<file path="src/rtl/csel_pkg.sv">
package csel_pkg;
    localparam int CS_BANKS       = 8;
    localparam int CS_ADDR_W      = 28;
    localparam int CS_GRAN_LOG2   = 18;
    localparam int CS_BASE_W      = CS_ADDR_W - CS_GRAN_LOG2;
    localparam int CS_SIZE_W      = 4;
    localparam int CS_MAX_CODE    = 8;
    localparam int CS_TIME_W      = 2;
    localparam int CS_CFG_W       = 32;
    localparam int CS_BOOT_CODE   = 5;

    typedef struct packed {
        logic [CS_TIME_W-1:0] rec;
        logic [CS_TIME_W-1:0] hold;
        logic [CS_TIME_W-1:0] acc;
        logic [CS_TIME_W-1:0] setup;
    } phase_t;

    typedef struct packed {
        logic                 en;
        logic [CS_SIZE_W-1:0] size;
        logic [CS_BASE_W-1:0] base;
        phase_t               wr;
        phase_t               rd;
    } bank_cfg_t;

    typedef enum logic [2:0] {
        ST_IDLE,
        ST_SETUP,
        ST_ACCESS,
        ST_HOLD,
        ST_RECOVER
    } seq_state_t;
endpackage

</file>
<file path="src/rtl/csel_regfile.sv">
module csel_regfile
    import csel_pkg::*;
#(
    parameter int NB    = CS_BANKS,
    parameter int IDX_W = $clog2(NB)
) (
    input  logic                 clk,
    input  logic                 rst_n,
    input  logic                 cfg_we,
    input  logic [IDX_W-1:0]     cfg_bank,
    input  logic [CS_CFG_W-1:0]  cfg_wdata,
    output bank_cfg_t [NB-1:0]   cfg
);
    localparam bank_cfg_t BOOT_CFG = '{
        en:   1'b1,
        size: CS_SIZE_W'(CS_BOOT_CODE),
        base: '0,
        wr:   8'hFF,
        rd:   8'hFF
    };

    logic unused_gap;
    assign unused_gap = cfg_wdata[16];

    always_ff @(posedge clk or negedge rst_n) begin
        if (!rst_n) begin
            for (int i = 0; i < NB; i++) begin
                cfg[i] <= '0;
            end
            cfg[0] <= BOOT_CFG;
        end else if (cfg_we) begin
            cfg[cfg_bank] <= bank_cfg_t'({cfg_wdata[31:17], cfg_wdata[15:0]});
        end
    end
endmodule

</file>
<file path="src/rtl/csel_decoder.sv">
module csel_decoder
    import csel_pkg::*;
#(
    parameter int NB    = CS_BANKS,
    parameter int IDX_W = $clog2(NB)
) (
    input  bank_cfg_t [NB-1:0]    cfg,
    input  logic [CS_BASE_W-1:0]  addr_hi,
    output logic                  hit,
    output logic [IDX_W-1:0]      hit_idx
);
    logic [NB-1:0] match;

    for (genvar gi = 0; gi < NB; gi++) begin : g_bank
        logic [CS_SIZE_W-1:0] code_c;
        logic [CS_BASE_W-1:0] mask;
        logic                 unused_tim;
        assign unused_tim = ^{cfg[gi].wr, cfg[gi].rd};
        always_comb begin
            code_c = (cfg[gi].size > CS_SIZE_W'(CS_MAX_CODE))
                   ? CS_SIZE_W'(CS_MAX_CODE) : cfg[gi].size;
            mask   = ~((CS_BASE_W'(1) << code_c) - CS_BASE_W'(1));
            match[gi] = cfg[gi].en && (((addr_hi ^ cfg[gi].base) & mask) == '0);
        end
    end

    always_comb begin
        hit     = 1'b0;
        hit_idx = '0;
        for (int i = NB - 1; i >= 0; i--) begin
            if (match[i]) begin
                hit     = 1'b1;
                hit_idx = IDX_W'(i);
            end
        end
    end
endmodule

</file>
<file path="src/rtl/csel_seq.sv">
module csel_seq
    import csel_pkg::*;
#(
    parameter int NB    = CS_BANKS,
    parameter int IDX_W = $clog2(NB)
) (
    input  logic             clk,
    input  logic             rst_n,
    input  logic             start,
    input  logic [IDX_W-1:0] start_bank,
    input  logic             start_rd,
    input  logic             start_hi,
    input  logic             start_lo,
    input  phase_t           start_ph,
    input  logic             ext_wait,
    output logic [NB-1:0]    cs,
    output logic             rd_stb,
    output logic             wr_hi_stb,
    output logic             wr_lo_stb,
    output logic             ack
);
    localparam logic [CS_TIME_W-1:0] T_ONE = CS_TIME_W'(1);

    seq_state_t           state, state_d;
    logic [CS_TIME_W-1:0] cnt, cnt_d;
    logic                 load;
    logic [IDX_W-1:0]     bank_q;
    logic                 rd_q, hi_q, lo_q;
    phase_t               ph_q;

    always_ff @(posedge clk or negedge rst_n) begin
        if (!rst_n) begin
            state  <= ST_IDLE;
            cnt    <= '0;
            bank_q <= '0;
            rd_q   <= 1'b0;
            hi_q   <= 1'b0;
            lo_q   <= 1'b0;
            ph_q   <= '0;
        end else begin
            state <= state_d;
            cnt   <= cnt_d;
            if (load) begin
                bank_q <= start_bank;
                rd_q   <= start_rd;
                hi_q   <= start_hi;
                lo_q   <= start_lo;
                ph_q   <= start_ph;
            end
        end
    end

    always_comb begin
        state_d = state;
        cnt_d   = cnt;
        load    = 1'b0;
        unique case (state)
            ST_IDLE: begin
                if (start) begin
                    load = 1'b1;
                    if (start_ph.setup != '0) begin
                        state_d = ST_SETUP;
                        cnt_d   = start_ph.setup - T_ONE;
                    end else begin
                        state_d = ST_ACCESS;
                        cnt_d   = start_ph.acc;
                    end
                end
            end
            ST_SETUP: begin
                if (cnt == '0) begin
                    state_d = ST_ACCESS;
                    cnt_d   = ph_q.acc;
                end else begin
                    cnt_d = cnt - T_ONE;
                end
            end
            ST_ACCESS: begin
                if (cnt != '0) begin
                    cnt_d = cnt - T_ONE;
                end else if (!ext_wait) begin
                    if (ph_q.hold != '0) begin
                        state_d = ST_HOLD;
                        cnt_d   = ph_q.hold - T_ONE;
                    end else if (ph_q.rec != '0) begin
                        state_d = ST_RECOVER;
                        cnt_d   = ph_q.rec - T_ONE;
                    end else begin
                        state_d = ST_IDLE;
                    end
                end
            end
            ST_HOLD: begin
                if (cnt != '0) begin
                    cnt_d = cnt - T_ONE;
                end else if (ph_q.rec != '0) begin
                    state_d = ST_RECOVER;
                    cnt_d   = ph_q.rec - T_ONE;
                end else begin
                    state_d = ST_IDLE;
                end
            end
            ST_RECOVER: begin
                if (cnt != '0) begin
                    cnt_d = cnt - T_ONE;
                end else begin
                    state_d = ST_IDLE;
                end
            end
            default: state_d = ST_IDLE;
        endcase
    end

    always_comb begin
        cs        = '0;
        rd_stb    = 1'b0;
        wr_hi_stb = 1'b0;
        wr_lo_stb = 1'b0;
        ack       = 1'b0;
        if (state == ST_SETUP || state == ST_ACCESS || state == ST_HOLD) begin
            cs[bank_q] = 1'b1;
        end
        if (state == ST_ACCESS) begin
            rd_stb    = rd_q;
            wr_hi_stb = !rd_q && hi_q;
            wr_lo_stb = !rd_q && lo_q;
            ack       = (cnt == '0) && !ext_wait;
        end
    end
endmodule

</file>
<file path="src/rtl/csel_timing_unit.sv">
module csel_timing_unit
    import csel_pkg::*;
#(
    parameter int NB     = CS_BANKS,
    parameter int ADDR_W = CS_ADDR_W,
    parameter int GRAN   = CS_GRAN_LOG2,
    parameter int IDX_W  = $clog2(NB)
) (
    input  logic                clk,
    input  logic                rst_n,
    input  logic                cfg_we,
    input  logic [IDX_W-1:0]    cfg_bank,
    input  logic [CS_CFG_W-1:0] cfg_wdata,
    input  logic                cyc_valid,
    input  logic [ADDR_W-1:0]   cyc_addr,
    input  logic                cyc_rd,
    input  logic                cyc_be_hi,
    input  logic                cyc_be_lo,
    input  logic                ext_wait,
    output logic [NB-1:0]       cs,
    output logic                rd_stb,
    output logic                wr_hi_stb,
    output logic                wr_lo_stb,
    output logic                ack
);
    bank_cfg_t [NB-1:0] cfg;
    logic               hit;
    logic [IDX_W-1:0]   hit_idx;
    phase_t             sel_ph;
    logic               unused_low;

    assign unused_low = ^cyc_addr[GRAN-1:0];

    csel_regfile #(.NB(NB), .IDX_W(IDX_W)) u_regs (
        .clk       (clk),
        .rst_n     (rst_n),
        .cfg_we    (cfg_we),
        .cfg_bank  (cfg_bank),
        .cfg_wdata (cfg_wdata),
        .cfg       (cfg)
    );

    csel_decoder #(.NB(NB), .IDX_W(IDX_W)) u_dec (
        .cfg     (cfg),
        .addr_hi (cyc_addr[ADDR_W-1:GRAN]),
        .hit     (hit),
        .hit_idx (hit_idx)
    );

    assign sel_ph = cyc_rd ? cfg[hit_idx].rd : cfg[hit_idx].wr;

    csel_seq #(.NB(NB), .IDX_W(IDX_W)) u_seq (
        .clk        (clk),
        .rst_n      (rst_n),
        .start      (cyc_valid && hit),
        .start_bank (hit_idx),
        .start_rd   (cyc_rd),
        .start_hi   (cyc_be_hi),
        .start_lo   (cyc_be_lo),
        .start_ph   (sel_ph),
        .ext_wait   (ext_wait),
        .cs         (cs),
        .rd_stb     (rd_stb),
        .wr_hi_stb  (wr_hi_stb),
        .wr_lo_stb  (wr_lo_stb),
        .ack        (ack)
    );
endmodule

</file>
<file path="config.mk">
export PLATFORM = sky130hd
export DESIGN_NAME = csel_timing_unit
export DESIGN_NICKNAME = d
export VERILOG_FILES = /design/src/rtl/csel_pkg.sv /design/src/rtl/csel_regfile.sv /design/src/rtl/csel_decoder.sv /design/src/rtl/csel_seq.sv /design/src/rtl/csel_timing_unit.sv
export SDC_FILE = /design/constraint.sdc
export NUM_CORES = 1
export LEC_CHECK = 0
export ABC_AREA = 1
export BUFFER_PORTS_ARGS = -buffer_cell sky130_fd_sc_hd__buf_2
export CAP_MARGIN = 10
export CORE_UTILIZATION = 38
export DETAILED_ROUTE_END_ITERATION = 12
export MAX_ROUTING_LAYER = met4
export PLACE_DENSITY = 0.63
export SKIP_LAST_GASP = 1
export SLEW_MARGIN = 40
export SYNTH_ARGS = -nofsm -noshare
export SYNTH_HDL_FRONTEND = slang
export SYNTH_SLANG_ARGS = --single-unit
</file>
<file path="constraint.sdc">
create_clock -name clk -period 2.9 [get_ports clk]
set_input_delay 0 -clock clk [delete_from_list [all_inputs] [get_ports clk]]
set_output_delay 0 -clock clk [all_outputs]
set_load 0.005 [all_outputs]
</file>
# [After elaboration in Yosys (flattened, before gate mapping)]
# Cells that the tools add are included.
[word_totals] elab_cells=260 ff_bits=265 output_inout_bits=12 input_bits=71
[classes] add_sub_neg=12 n_eq_ne=12 n_bitwise=24 shift=8 mux=59 n_reduce_logical=35 magnitude_cmp=13
[ops] cell="248-bit bitwise mux" n=1
[ops] cell="31-bit binary-select mux with 3-bit select" n=1
[ops] cell="31-bit demux with 3-bit select" n=1
[ops] cell="10-bit bitwise AND" n=8
[ops] cell="10-bit zero test" n=8
[ops] cell="10-bit NOT" n=8
[ops] cell="1-bit by 4-bit left shift with 10-bit output (first input constant)" n=8
[ops] cell="10-bit by 2-bit subtractor with 10-bit output (second input constant)" n=8
[ops] cell="10-bit bitwise XOR" n=8
[ops] cell="3-bit 2-to-1 mux" n=16
[ops] cell="4-bit greater-than comparator (second input constant)" n=8
[ops] cell="4-bit 2-to-1 mux" n=8
[ops] cell="31-bit 2-to-1 mux" n=1
[ops] cell="2-bit 2-to-1 mux" n=10
[ops] cell="16-bit 2-to-1 mux" n=1
[ops] cell="8-bit 2-to-1 mux" n=2
[ops] cell="1-bit 2-to-1 mux" n=15
[ops] cell="3-bit one-hot mux with 5 select lines" n=1
[ops] cell="1-bit logical AND" n=14
[ops] cell="3-bit by 4-bit less-than comparator with 1-bit output (second input constant)" n=3
[ops] cell="2-bit one-hot mux with 5 select lines" n=1
[ops] cell="2-bit != test (second input constant)" n=4
[ops] cell="2-bit nonzero test" n=4
[ops] cell="2-bit by 1-bit subtractor with 2-bit output (second input constant)" n=4
[ops] cell="14 further kinds" n=20

# [Logic depth before layout (Yosys ltp)]
[logic_depth] word_depth=23 depth_mapped=29

# [Modules after synthesis]
# A second synthesis with hierarchy kept.
[unflattened] cells_unflattened=2076 area_unflattened_um2=14737.9
[by_module_without_submodules] mod="csel_regfile" cells_each=1111 area_each_um2=9704.3 instances=1
[by_module_without_submodules] mod="csel_decoder" cells_each=430 area_each_um2=2288.4 instances=1
[by_module_without_submodules] mod="csel_timing_unit" cells_each=390 area_each_um2=1664.1 instances=1
[by_module_without_submodules] mod="csel_seq" cells_each=145 area_each_um2=1081.0 instances=1

# [Worst setup path after synthesis]
# Ideal clock, no wire load.
[synth_path] kind="register -> register" start="register, netlist name u_regs.cfg[215]" end="register u_seq.ph_q[4] (netlist name)" path_slack_ns=0.067 setup_ns=0.117 path_stages_with_launch=27 t_required_ns=2.783 arrival_time_ns=2.716 path_cell_list="dfrtp_1 nor2_1 inv_2 nor2_1 inv_1 ha_1 nand3_1 nand2_1 clkinv_1 nand3_1 nor2_1 nand3_2 nand2_1 nand2_1 nand2_1 nand2_1 nand2_1 nand2_4 nand2_8 buf_6 buf_4 mux2i_1 o221ai_1 nand3_1 nand2_1 nand2_1 nand2_1"
[synth_via] elab_chain_len=18 word_cells_on_any_way=28 cone_classes="add/sub (1); order compare (1); shift (1); mux (20); bitwise (2); reduce/logical (3)"
[synth_lines] item="4-bit greater-than comparator" line_no="csel_decoder.sv:20" source="code_c = (cfg[gi].size > CS_SIZE_W'(CS_MAX_CODE))"
[synth_lines] item="4-bit 2-to-1 mux *" line_no="csel_decoder.sv:21" source="? CS_SIZE_W'(CS_MAX_CODE) : cfg[gi].size;"
[synth_lines] item="1-bit by 4-bit left shift with 10-bit output *" line_no="csel_decoder.sv:22" source="mask = ~((CS_BASE_W'(1) << code_c) - CS_BASE_W'(1));"
[synth_lines] item="10-bit by 2-bit subtractor with 10-bit output *" line_no="csel_decoder.sv:22"
[synth_lines] item="10-bit NOT *" line_no="csel_decoder.sv:22"
[synth_lines] item="10-bit bitwise AND *" line_no="csel_decoder.sv:23" source="match[gi] = cfg[gi].en && (((addr_hi ^ cfg[gi].base) & mask) == '0);"
[synth_lines] item="10-bit zero test *" line_no="csel_decoder.sv:23"
[synth_lines] item="1-bit logical AND *" line_no="csel_decoder.sv:23"
[synth_lines] item="3-bit 2-to-1 mux or 1-bit 2-to-1 mux (tied branches) (7 in series)" line_no="csel_decoder.sv:31" source="if (match[i]) begin"
[synth_lines] item="31-bit binary-select mux with 3-bit select or 1-bit logical AND (tied branches)" line_no="csel_timing_unit.sv:50, csel_timing_unit.sv:55"
[synth_lines] item="16-bit 2-to-1 mux (implied by the code) or 1-bit 2-to-1 mux (tied branches)" line_no="csel_timing_unit.sv:50, csel_seq.sv:59"
[synth_lines] item="8-bit 2-to-1 mux or 1-bit 2-to-1 mux (tied branches)" line_no="csel_timing_unit.sv:50, csel_seq.sv:57"
[synth_lines] item="to (signal assigned)" line_no="csel_seq.sv:48" source="ph_q <= start_ph;"
[synth_lines] item="to (decl)" line_no="csel_seq.sv:29" source="phase_t ph_q;"
# Every way passes the cells marked *; elsewhere a longest branch is shown, timed or not. The select of a mux whose other input is x is not followed.
# A chain may end at the register's enable or synchronous reset.

# [Worst setup path after layout]
[layout_path] start="register, netlist name u_regs.cfg[26]" end="register u_seq.cnt[1]"
[layout_via] elab_chain_len=16 word_cells_on_any_way=21 cone_classes="add/sub (2); order compare (1); eq/ne (1); shift (1); mux (9); bitwise (2); reduce/logical (5)"
[layout_lines] item="4-bit greater-than comparator" line_no="csel_decoder.sv:20"
[layout_lines] item="4-bit 2-to-1 mux *" line_no="csel_decoder.sv:21"
[layout_lines] item="1-bit by 4-bit left shift with 10-bit output *" line_no="csel_decoder.sv:22"
[layout_lines] item="10-bit by 2-bit subtractor with 10-bit output *" line_no="csel_decoder.sv:22"
[layout_lines] item="10-bit NOT *" line_no="csel_decoder.sv:22"
[layout_lines] item="10-bit bitwise AND *" line_no="csel_decoder.sv:23"
[layout_lines] item="10-bit zero test *" line_no="csel_decoder.sv:23"
[layout_lines] item="1-bit logical AND *" line_no="csel_decoder.sv:23"
[layout_lines] item="3-bit 2-to-1 mux" line_no="csel_decoder.sv:31"
[layout_lines] item="31-bit binary-select mux with 3-bit select" line_no="csel_timing_unit.sv:50" source="assign sel_ph = cyc_rd ? cfg[hit_idx].rd : cfg[hit_idx].wr;"
[layout_lines] item="16-bit 2-to-1 mux (implied by the code)" line_no="csel_timing_unit.sv:50"
[layout_lines] item="8-bit 2-to-1 mux" line_no="csel_timing_unit.sv:50"
[layout_lines] item="2-bit by 1-bit subtractor with 2-bit output or 2-bit nonzero test (tied branches)" line_no="csel_seq.sv:63, csel_seq.sv:61"
[layout_lines] item="2-bit 2-to-1 mux" line_no="csel_seq.sv:61" source="if (start_ph.setup != '0) begin"
[layout_lines] item="2-bit 2-to-1 mux" line_no="csel_seq.sv:59" source="if (start) begin"
[layout_lines] item="2-bit one-hot mux with 5 select lines" line_no="csel_seq.sv:57" source="unique case (state)"
[layout_lines] item="to (signal assigned)" line_no="csel_seq.sv:42" source="cnt <= cnt_d;"
[layout_lines] item="to (decl)" line_no="csel_seq.sv:25" source="logic [CS_TIME_W-1:0] cnt, cnt_d;"
# Marked as above.

==> impl_metrics.env <==
export IMPL_diodes=0
export IMPL_max_cap_violations=0
export IMPL_area_fraction_of_the_dominant_cell_type_after_synthesis_pct=45.66
export IMPL_wire_length_of_the_first_global_routing_pass_um=61620
export IMPL_drcViolationCount=0
export IMPL_fp_dieArea_um2=36240
export IMPL_final_min_clock_period_ps=3171
export IMPL_postRouteAntennaNets=0
export IMPL_syn_avg_cell_area_um2=8.002
export IMPL_layout_filler_cells=3338
export IMPL_finalClockSkew_ps=29.47
export IMPL_power_w=0.01278
export IMPL_timing_critical_path_from_type="register"
export IMPL_final_hold_viol_count=0
export IMPL_synthCells=1685
export IMPL_antenna_found_initial=1
export IMPL_place_hpwl_um=24810
export IMPL_status="finished, violations left"
export IMPL_drt_total_wl_um=38870
export IMPL_hold_ws_ps=5.709
export IMPL_drtPass1Iterations=5
export IMPL_clk_transition_reported_paths_ps=60
export IMPL_ys_top_cells_by_count="nand2_1, o21ai_0, dfrtp_1"
export IMPL_timing_reg2reg_setup_slack_ps=-270
export IMPL_globalRoute_totalOverflow=0
export IMPL_post_route_cells_drive_above_1_share_pct=18.11
export IMPL_setup_worst_path_class="register to register"
export IMPL_synth_top_flop_cell="dfrtp_1"
export IMPL_synth_cell_type_count=55
export IMPL_die_y_um=190.4
export IMPL_total_leakage_power_nw=8.106
export IMPL_design_core_area_um2=34710
export IMPL_required_ps=3380
export IMPL_timing_critical_path_to_type="register"
export IMPL_reg2reg_depth=22
export IMPL_yosysWarnings=0
export IMPL_accumulated_negative_setup_slack_ps=-2219
export IMPL_clk_path_buf_depth=3
export IMPL_worst_slack_ps=-271.5
export IMPL_detail_route_wl_per_cell_um=16.63
export IMPL_layout_core_utilization_pct=48.51
export IMPL_worstReg2RegStart="u_regs.cfg[26]"
export IMPL_layout_worst_path_cycle_share_pct=109.4
export IMPL_globalplace_congestion=0.8704
export IMPL_h_tree_depth=1
export IMPL_post_synth_main_area_contributors="dfrtp_1, nand2_1, o21ai_0, inv_1, nand3_1"
export IMPL_layout_area_overhead_vs_synth_pct=24.90
export IMPL_timing_rr_end="u_seq.cnt[1]"
export IMPL_synth_edf_count=0
export IMPL_fp_dieW_um=190.4
export IMPL_timing_worst_slew_pin_value_ps=773.6
export IMPL_power_per_cell_area_nw_per_um2=758.7
export IMPL_seq_total_area_yosys_pct=49.36
export IMPL_max_slew_margin_pct=48.24
export IMPL_core_rowCount=68
export IMPL_initial_utilization_pct=38.84
export IMPL_preCtsSetupSlack_ps=-478.1
export IMPL_final_nets=1940
export IMPL_post_synth_top_area_cell="dfrtp_1"
export IMPL_detailroute_via_count=12070
export IMPL_setup_violations_final=11
export IMPL_grt_start_max_net_pins=83
export IMPL_post_synth_top_count_cell="nand2_1"
export IMPL_mappedNetlistNets=1765
export IMPL_cts_buffers=30
export IMPL_placement_io_buffers=63
export IMPL_holdCritPathClass="input port to asynchronous set/reset pin"
export IMPL_io_pins=83
export IMPL_violations="negative setup slack"
export IMPL_dr_first_iter_drc_count=882
export IMPL_achievable_frequency_ghz=0.3153
export IMPL_ys_async_sr_fraction_pct=100.0
export IMPL_clock_tree_root_cell="clkbuf_16"
export IMPL_grt_total_usage_pct=22.30
export IMPL_tritoncts="done"
export IMPL_crit_fanout=9
export IMPL_vias_per_cell=5.161
export IMPL_register_bit_total_from_synthesis=265
export IMPL_cts_sink_count=265
export IMPL_count_of_final_max_slew_check_failures=0
export IMPL_peakVddDrop_mv=0.5388
export IMPL_clock_latency_reported_for_the_late_side_of_the_worst_skew_pair_ps=580
export IMPL_worstPathArrival_ps=3650
export IMPL_rsz0062_at_grt="yes"
export IMPL_grt_pass1_vias=11420
export IMPL_synth_area_um2=13480
worst max-delay path: stages (launching register included):
cell       delay, ps
dfstp_2          550
inv_2             50
nor3_4           110
nand2_1           90
ha_1             280
nand2_1           70
a2bb2oi_1        160
nand4_1          120
nor3_2           260
o211ai_4         130
buf_6            170
nand2_8          120
buf_12           150
nand2_1           50
nand3_1           60
nand3_1          100
nand3_2          100
nand2_4           90
nor2_4           140
nand2_1           60
nand2_1           60
nand2_1           40
a21oi_1          120
worst max path at each step:
stage / start / end / cells past startpoint
2_1_floorplan: u_regs.cfg[215] / u_seq.ph_q[4] / 26
3_3_place_gp: u_regs.cfg[60] / u_seq.cnt[1] / 19
3_5_place_dp: u_regs.cfg[184] / u_seq.cnt[1] / 26
4_1_cts: u_regs.cfg[183] / u_seq.cnt[0] / 24
5_1_grt: u_regs.cfg[215] / u_seq.cnt[1] / 29
6_report: u_regs.cfg[26] / u_seq.cnt[1] / 22
flip-flops by register name (all words and copies together), names as in the netlist:
register / cells
u_seq.cnt: 2
u_seq.rd_q: 1
u_seq.bank_q: 3
u_seq.lo_q: 1
u_regs.cfg: 248
u_seq.ph_q: 6
u_seq.state: 3
u_seq.hi_q: 1
where the power goes:
part           leakage, nW  switching (W)  internal [W]
Sequential            3.26       0.000501       0.00451
Combinational         4.35        0.00225       0.00172
Clock                0.497        0.00153       0.00226
area by class of cell:
cell class	count	area (µm²)	area share (%)
Clock inverter	11	85.08	0.5052
Tap cell	455	569.3	3.381
Clock buffer	44	914.6	5.431
Inverter	162	615.6	3.656
Multi-Input combinational cell	1178	6090	36.16
Sequential cell	265	6655	39.52
Timing Repair Buffer	223	1911	11.35
cell families (layout without fill, tap and decap cells):
kind of cell	after synthesis	after routing	share of synthesized area, %
buffers and inverters	243	440	7.498
adder cells (fa/ha/maj)	9	9	0.8352
multiplexers	6	6	0.4455
AO/OA/AOI/OAI	398	398	16.12
XOR/XNOR	47	47	3.053
AND/OR/NAND/NOR	717	718	22.69
flip-flops	265	265	49.36
per-stage QoR:
step                cells  area [µm²]
floorplan            1685       13480
global placement     2225       14900
detailed placement   2225       14910
CTS                  2330       16600
global route         2338       16840
finish               2338       16840
cell usage in the layout (no fill, tap or decap), types with 8 or more instances in the layout:
cell | synthesis | routed
clkinv_2 | 0 | 8
buf_12 | 0 | 14
buf_2 | 14 | 62
nand2_2 | 4 | 12
nand3_1 | 105 | 95
inv_2 | 11 | 11
dfrtp_1 | 246 | 246
nand3_2 | 3 | 11
a21oi_1 | 37 | 36
o211ai_1 | 15 | 15
nand2_1 | 436 | 423
nand4_1 | 11 | 11
xor2_1 | 32 | 32
o21ai_1 | 21 | 26
o221ai_1 | 16 | 16
o21ai_0 | 292 | 284
or2_1 | 8 | 8
dfstp_2 | 19 | 19
inv_1 | 149 | 148
dlygate4sd3_1 | 0 | 36
nor2_2 | 3 | 10
nor2_1 | 105 | 96
clkbuf_8 | 0 | 9
buf_4 | 10 | 99
clkbuf_16 | 0 | 34
xnor2_1 | 15 | 15
nand3b_1 | 8 | 8
ha_1 | 9 | 8
metal layers:
| metal | global-route usage, % | routed length (µm) | part of all wire, % |
|---|---|---|---|
| met3 | 2.797 | 2589 | 6.7 |
| met5 | - | 0 | 0 |
| met1 | 30.19 | 17610 | 45 |
| met4 | 7.046 | 1132 | 2.9 |
| met2 | 34.73 | 17550 | 45 |
repair_timing:
item                                    4_1_cts  5_1_grt
cloned                                        2        4
endpoints found under the setup margin       17       17
pin swaps                                    36       27
hold buffers                                 36        0
resized for setup                            44       30
endpoints found under the hold margin       376        0
setup buffers                                13        5
No activity file was read; power rests on OpenSTA's default activity.
